## src/rtl/crc_lfsr_pkg.sv

```systemverilog
package crc_lfsr_pkg;
  typedef enum logic [2:0] {
    PH_IDLE,
    PH_ABS_PAR,
    PH_ABS_SHF,
    PH_EXT_PAR,
    PH_EXT_SHF
  } phase_e;
endpackage

```

## src/rtl/lfsr_parity.sv

```systemverilog
// Registered masked parity: one of the two cycles spent per bit.
module lfsr_parity #(
  parameter int W = 32
) (
  input  logic         clk,
  input  logic         rst,
  input  logic         en,
  input  logic [W-1:0] state,
  input  logic [W-1:0] mask,
  output logic         par
);
  always_ff @(posedge clk) begin
    if (rst)     par <= 1'b0;
    else if (en) par <= ^(state & mask);
  end
endmodule

```

## src/rtl/lfsr_ctrl.sv

```systemverilog
// Phase sequencer: absorb k bits, then extract n bits, two cycles per bit.
module lfsr_ctrl
  import crc_lfsr_pkg::*;
#(
  parameter int W  = 32,
  parameter int KW = 32
) (
  input  logic                   clk,
  input  logic                   rst,
  input  logic                   start,
  input  logic [$clog2(W)-1:0]   cfg_len_m1,
  input  logic [$clog2(KW+1)-1:0] msg_len,
  output logic                   load,
  output logic                   par_en,
  output logic                   abs_shift,
  output logic                   ext_shift,
  output logic                   busy,
  output logic                   done,
  output logic                   valid
);
  localparam int LW   = $clog2(W);
  localparam int MAXC = (KW > W) ? KW : W;
  localparam int CW   = $clog2(MAXC + 1);

  phase_e          phase_q;
  logic [CW-1:0]   cnt_q;
  logic [LW-1:0]   nm1_q;

  assign busy      = (phase_q != PH_IDLE);
  assign load      = (phase_q == PH_IDLE) && start;
  assign par_en    = (phase_q == PH_ABS_PAR) || (phase_q == PH_EXT_PAR);
  assign abs_shift = (phase_q == PH_ABS_SHF);
  assign ext_shift = (phase_q == PH_EXT_SHF);

  always_ff @(posedge clk) begin
    if (rst) begin
      phase_q <= PH_IDLE;
      cnt_q   <= '0;
      nm1_q   <= '0;
      done    <= 1'b0;
      valid   <= 1'b0;
    end else begin
      done <= 1'b0;
      unique case (phase_q)
        PH_IDLE: begin
          if (start) begin
            valid <= 1'b0;
            nm1_q <= cfg_len_m1;
            if (msg_len != '0) begin
              phase_q <= PH_ABS_PAR;
              cnt_q   <= CW'(msg_len);
            end else begin
              phase_q <= PH_EXT_PAR;
              cnt_q   <= CW'(cfg_len_m1) + CW'(1);
            end
          end
        end
        PH_ABS_PAR: phase_q <= PH_ABS_SHF;
        PH_ABS_SHF: begin
          if (cnt_q == CW'(1)) begin
            phase_q <= PH_EXT_PAR;
            cnt_q   <= CW'(nm1_q) + CW'(1);
          end else begin
            phase_q <= PH_ABS_PAR;
            cnt_q   <= cnt_q - CW'(1);
          end
        end
        PH_EXT_PAR: phase_q <= PH_EXT_SHF;
        PH_EXT_SHF: begin
          if (cnt_q == CW'(1)) begin
            phase_q <= PH_IDLE;
            done    <= 1'b1;
            valid   <= 1'b1;
          end else begin
            phase_q <= PH_EXT_PAR;
            cnt_q   <= cnt_q - CW'(1);
          end
        end
        default: phase_q <= PH_IDLE;
      endcase
    end
  end

  a_r9_done_single: assert property (@(posedge clk) disable iff (rst)
    done |=> !done);
  a_r9_done_with_valid: assert property (@(posedge clk) disable iff (rst)
    done |-> (valid && !busy));
  a_r2_start_busy: assert property (@(posedge clk) disable iff (rst)
    (start && !busy) |=> busy);
  a_r2_busy_not_valid: assert property (@(posedge clk) disable iff (rst)
    busy |-> !valid);
endmodule

```

## src/rtl/lfsr_datapath.sv

```systemverilog
// State, mask, message and result registers of the external shift register.
module lfsr_datapath #(
  parameter int W  = 32,
  parameter int KW = 32
) (
  input  logic                    clk,
  input  logic                    rst,
  input  logic                    load,
  input  logic                    abs_shift,
  input  logic                    ext_shift,
  input  logic                    par,
  input  logic [W-1:0]            cfg_mask,
  input  logic [W-1:0]            cfg_init,
  input  logic [$clog2(W)-1:0]    cfg_len_m1,
  input  logic [KW-1:0]           msg_word,
  input  logic [$clog2(KW+1)-1:0] msg_len,
  output logic [W-1:0]            state_q,
  output logic [W-1:0]            mask_q,
  output logic [W-1:0]            result_q
);
  logic [W-1:0]  lenmask_q;
  logic [KW-1:0] word_q;
  logic [W-1:0]  lenmask_d;

  // n ones, right-aligned, for n = cfg_len_m1 + 1
  assign lenmask_d = {W{1'b1}} >> (W - 1 - int'(cfg_len_m1));

  always_ff @(posedge clk) begin
    if (rst) begin
      state_q   <= '0;
      mask_q    <= '0;
      result_q  <= '0;
      lenmask_q <= '0;
      word_q    <= '0;
    end else if (load) begin
      state_q   <= cfg_init & lenmask_d;
      mask_q    <= cfg_mask;
      lenmask_q <= lenmask_d;
      result_q  <= '0;
      // left-align so the first message bit sits in the top position
      word_q    <= (msg_len == '0) ? '0 : (msg_word << (KW - int'(msg_len)));
    end else if (abs_shift) begin
      state_q <= {state_q[W-2:0], par ^ word_q[KW-1]} & lenmask_q;
      word_q  <= {word_q[KW-2:0], 1'b0};
    end else if (ext_shift) begin
      state_q  <= {state_q[W-2:0], 1'b0} & lenmask_q;
      result_q <= {result_q[W-2:0], par};
    end
  end

  a_r7_state_width: assert property (@(posedge clk) disable iff (rst)
    (state_q & ~lenmask_q) == '0);
  a_r5_no_feedback: assert property (@(posedge clk) disable iff (rst)
    ext_shift |=> (state_q[0] == 1'b0));
  a_r6_result_width: assert property (@(posedge clk) disable iff (rst)
    (result_q & ~lenmask_q) == '0);
endmodule

```

## src/rtl/lfsr_crc_engine.sv

```systemverilog
module lfsr_crc_engine #(
  parameter int W  = 32,
  parameter int KW = 32
) (
  input  logic                    clk,
  input  logic                    rst,
  input  logic                    start,
  input  logic [W-1:0]            cfg_mask,
  input  logic [W-1:0]            cfg_init,
  input  logic [$clog2(W)-1:0]    cfg_len_m1,
  input  logic [KW-1:0]           msg_word,
  input  logic [$clog2(KW+1)-1:0] msg_len,
  output logic                    busy,
  output logic                    done,
  output logic                    valid,
  output logic [W-1:0]            crc_out
);
  logic load, par_en, abs_shift, ext_shift, par;
  logic [W-1:0] state_q, mask_q;

  lfsr_ctrl #(.W(W), .KW(KW)) u_ctrl (
    .clk(clk), .rst(rst), .start(start), .cfg_len_m1(cfg_len_m1),
    .msg_len(msg_len), .load(load), .par_en(par_en),
    .abs_shift(abs_shift), .ext_shift(ext_shift),
    .busy(busy), .done(done), .valid(valid)
  );

  lfsr_parity #(.W(W)) u_par (
    .clk(clk), .rst(rst), .en(par_en), .state(state_q), .mask(mask_q),
    .par(par)
  );

  lfsr_datapath #(.W(W), .KW(KW)) u_dp (
    .clk(clk), .rst(rst), .load(load), .abs_shift(abs_shift),
    .ext_shift(ext_shift), .par(par), .cfg_mask(cfg_mask),
    .cfg_init(cfg_init), .cfg_len_m1(cfg_len_m1), .msg_word(msg_word),
    .msg_len(msg_len), .state_q(state_q), .mask_q(mask_q),
    .result_q(crc_out)
  );

  a_r10_mask_held: assert property (@(posedge clk) disable iff (rst)
    (busy && $past(busy)) |-> $stable(mask_q));
endmodule

```

## config.mk

```make
export PLATFORM = sky130hd
export DESIGN_NAME = lfsr_crc_engine
export DESIGN_NICKNAME = d
export VERILOG_FILES = /design/src/rtl/crc_lfsr_pkg.sv /design/src/rtl/lfsr_parity.sv /design/src/rtl/lfsr_ctrl.sv /design/src/rtl/lfsr_datapath.sv /design/src/rtl/lfsr_crc_engine.sv
export SDC_FILE = /design/constraint.sdc
export NUM_CORES = 1
export LEC_CHECK = 0
export ABC_AREA = 0
export BUFFER_PORTS_ARGS = -buffer_cell sky130_fd_sc_hd__buf_2
export CORE_MARGIN = 2
export CORE_UTILIZATION = 58
export DETAILED_ROUTE_END_ITERATION = 10
export PLACE_DENSITY = 0.81
export SKIP_LAST_GASP = 1
export SYNTH_ARGS = -nofsm -noshare
export SYNTH_HDL_FRONTEND = slang
export SYNTH_HIERARCHICAL = 1
export SYNTH_SLANG_ARGS = --single-unit
```

## constraint.sdc

```tcl
create_clock -name clk -period 4.4 [get_ports clk]
set_clock_uncertainty 0.05 [all_clocks]
set_input_delay 0.88 -clock clk [delete_from_list [all_inputs] [get_ports clk]]
set_output_delay 0.88 -clock clk [all_outputs]
set_load 0.02 [all_outputs]
```

==> flow_metrics.py <==
metrics = {
    "run_status": {
        "status": "complete, no violations",
    },
    "worst_setup_path": {
        "cpMaxStageDelayCell": "buf_4",
        "required_ns": 4.68,
        "crit_buf_inv": 3,
        "r2r-start": "u_ctrl/phase_q[1]",
        "timing.critical_path.cells": "buf_2, inv_2, ha_2, buf_4, mux2i_1, mux2_1, mux4_2, nand2b_1, a311oi_1",
        "critical-path-top-delay-family": "multiplexers",
        "crit_path_end_kind": "flop",
        "criticalPathCategory": "in -> reg",
        "cpPeakStageDelay_ns": 0.47,
        "crit_arrival_ns": 3.70,
        "cp_max_fo": 38,
        "startpoint": "msg_len[0]",
        "cp-start-kind": "primary input",
    },
    "layout": {
        "num-nets-final": 1354,
        "antenna_cells": 0,
        "fin_util_pct": 67.2,
        "area_growth_pct": 13.1,
        "finish.instance_area_um2": 11100,
        "fin_cells": 1471,
        "drive_gt1_share_pct": 21.0,
    },
    "timing": {
        "setup_violations": 0,
        "hold_viol": 0,
        "rsz0062_at_grt": "no",
        "worst_pin_slew_ns": 0.896,
        "hold_ws_ns": 0.413,
        "fin_crit_ns": 3.42,
        "slew_violations": 0,
        "tns_ns": 0,
        "max_freq_mhz": 293,
        "slew_headroom_pct": 40.0,
        "period_share_pct": 77.7,
    },
    "grt": {
        "grt_remaining_overflow": 0,
        "grt_pass1_wl_mm": 41.8,
        "grt_max_degree": 74,
        "antenna_found_initial": 0,
        "grt_usage_pct": 28.7,
        "grt_pass1_vias": 8441,
    },
    "die": {
        "floorplan.rows": 47,
        "die_h_um": 134,
        "die_w_um": 134,
        "io-pin-count": 145,
        "start_util_pct": 59.4,
        "dieArea_um2": 18000,
        "core_area_um2": 16600,
    },
    "drt": {
        "antenna_left": 0,
        "drcViolationCount": 0,
        "drtIter0Drc": 753,
        "route.vias.total": 8982,
        "routedWlPerCell_um": 17.6,
        "routed_via_density": 6.11,
        "dr.pass1.iters": 7,
        "wl_mm": 25.9,
    },
    "clock_network": {
        "cts_buffers": 17,
        "cts_setup_buffers": 0,
        "clock-root-buffer": "clkbuf_16",
        "ctsResizeCount": 0,
        "cts-htree-levels": 4,
        "clk_pin_slew_ns": 0.06,
        "clkSinkCount": 177,
        "clockBufferDepth": 2,
        "cts_tree": "done",
        "clock_latency_ns": 0.43,
        "holdBufCountCts": 0,
    },
    "synthesis": {
        "yosysTopAreaCell": "dfxtp_1",
        "netlist-cell-type-count": 78,
        "ys_top_cells_by_area": "dfxtp_1, mux2i_1, mux4_2",
        "syn-instance-count": 1153,
        "async_flop_share_pct": 0,
        "synth_fp_nets": 1268,
        "synth_area_per_cell_um2": 8.55,
        "ys.flop_type": "dfxtp_1",
        "ys_ff_latch": 177,
        "yosys-top-cells-count": "dfxtp_1, nand2_1, nor2_1, a21oi_1, mux2i_1",
        "yosysTopAreaCellShare_pct": 36.0,
        "synth.most_common_cell": "dfxtp_1",
        "synth-edff-count": 0,
        "yosysWarningCount": 6,
        "ys_seq_area_share_pct": 36.0,
        "syn_area_um2": 9850,
    },
    "placement": {
        "place_congestion": 0.919,
        "port_buffers": 144,
        "placedCellCount": 1440,
        "dpl_cell_area_um2": 10600,
        "dpl.hpwl_mm": 18.0,
    },
    "hold_path": {
        "holdCritStartpoint": "u_dp/lenmask_q[0]",
        "hp-class": "reg -> reg",
    },
    "power_and_ir_drop": {
        "p_per_area_nw_per_um2": 372,
        "p_leak_nw": 4.32,
        "ir_worst_vdd_mv": 0.297,
    },
    "run": {
        "max_cap_viol_count": 0,
    },
}
==> registers in the layout, indices dropped and copies added, names as in the netlist, 3 cells and up <==
signal	flops
u_dp/state_q	32
u_ctrl/nm1_q	5
u_ctrl/phase_q	3
u_dp/lenmask_q	32
u_dp/mask_q	32
u_ctrl/cnt_q	6
u_dp/result_q	32
u_dp/word_q	32
==> where the power goes <==
group	switching, mW	internal (mW)
combinational	0.494	0.362
sequential	0.0745	1.71
clock	0.636	0.868
total	1.20	2.94
==> path summary, 6_finish.rpt <==
kind                       endpoint  slack, ns  depth (start not counted)
setup reg to reg   u_dp/state_q[11]       1.37                          7
hold / removal    u_dp/lenmask_q[0]       0.41                          2
hold reg to reg   u_dp/lenmask_q[0]       0.41                          2
setup / recovery    u_dp/word_q[21]       0.98                          9
==> per-stage QoR <==
| step | total power [mW] | setup WS [ns] |
|---|---|---|
| finish | 4.15 | 0.983 |
| global route | 4.31 | 0.769 |
| detailed placement | 2.66 | 0.580 |
| CTS | 4.14 | 1.01 |
| global placement | 2.64 | 0.633 |
| floorplan | 2.43 | 0.675 |
==> metal layers <==
metal  vias up  GRT usage, %  wire length (um)
met5         -             0                 0
met4         0          12.1               723
met3        55          5.06              1590
met2       356          47.2             12300
met1      4260          37.2             11300
li1       4311             -                 -
==> cells in the final DEF, fill, tap and decap left out, drive strengths merged, types with 8 or more instances in the layout <==
cell type  count
mux2          10
nor3          24
mux2i         81
nand3         32
o221ai        10
and3           9
nand2        158
xor2          13
xnor2         30
or2            8
nor2         142
o211ai        11
a21oi         84
o21ai         40
inv           19
mux4          30
a211oi        28
o21a          18
clkbuf        20
a311oi        23
buf          162
nand2b        11
a31oi         20
dfxtp        177
==> tightest hold or removal path: stages, from the launching register on <==
cell and delay (ns):
dfxtp_1 0.33, nor2_1 0.04, nor2_1 0.06
==> area by class of cell <==
class | instances | area [um^2]
multi-input combinational | 864 | 5820
tap | 220 | 275
timing repair buffer | 162 | 858
clock buffer | 20 | 457
sequential | 177 | 3540
clock inverter | 11 | 129
inverter | 17 | 63.8
fill | 1363 | 5440
==> logic make-up after synthesis <==
logic type / Yosys count / synth area share, %
AND/OR/NAND/NOR: 417 / 18.9
AO/OA/AOI/OAI: 278 / 19.2
flip-flops: 177 / 36.0
multiplexers: 121 / 16.3
buffers and inverters: 112 / 5.07
XOR/XNOR: 43 / 3.97
adder cells (fa/ha/maj): 5 / 0.635
Power figures use the tool's default switching activity.
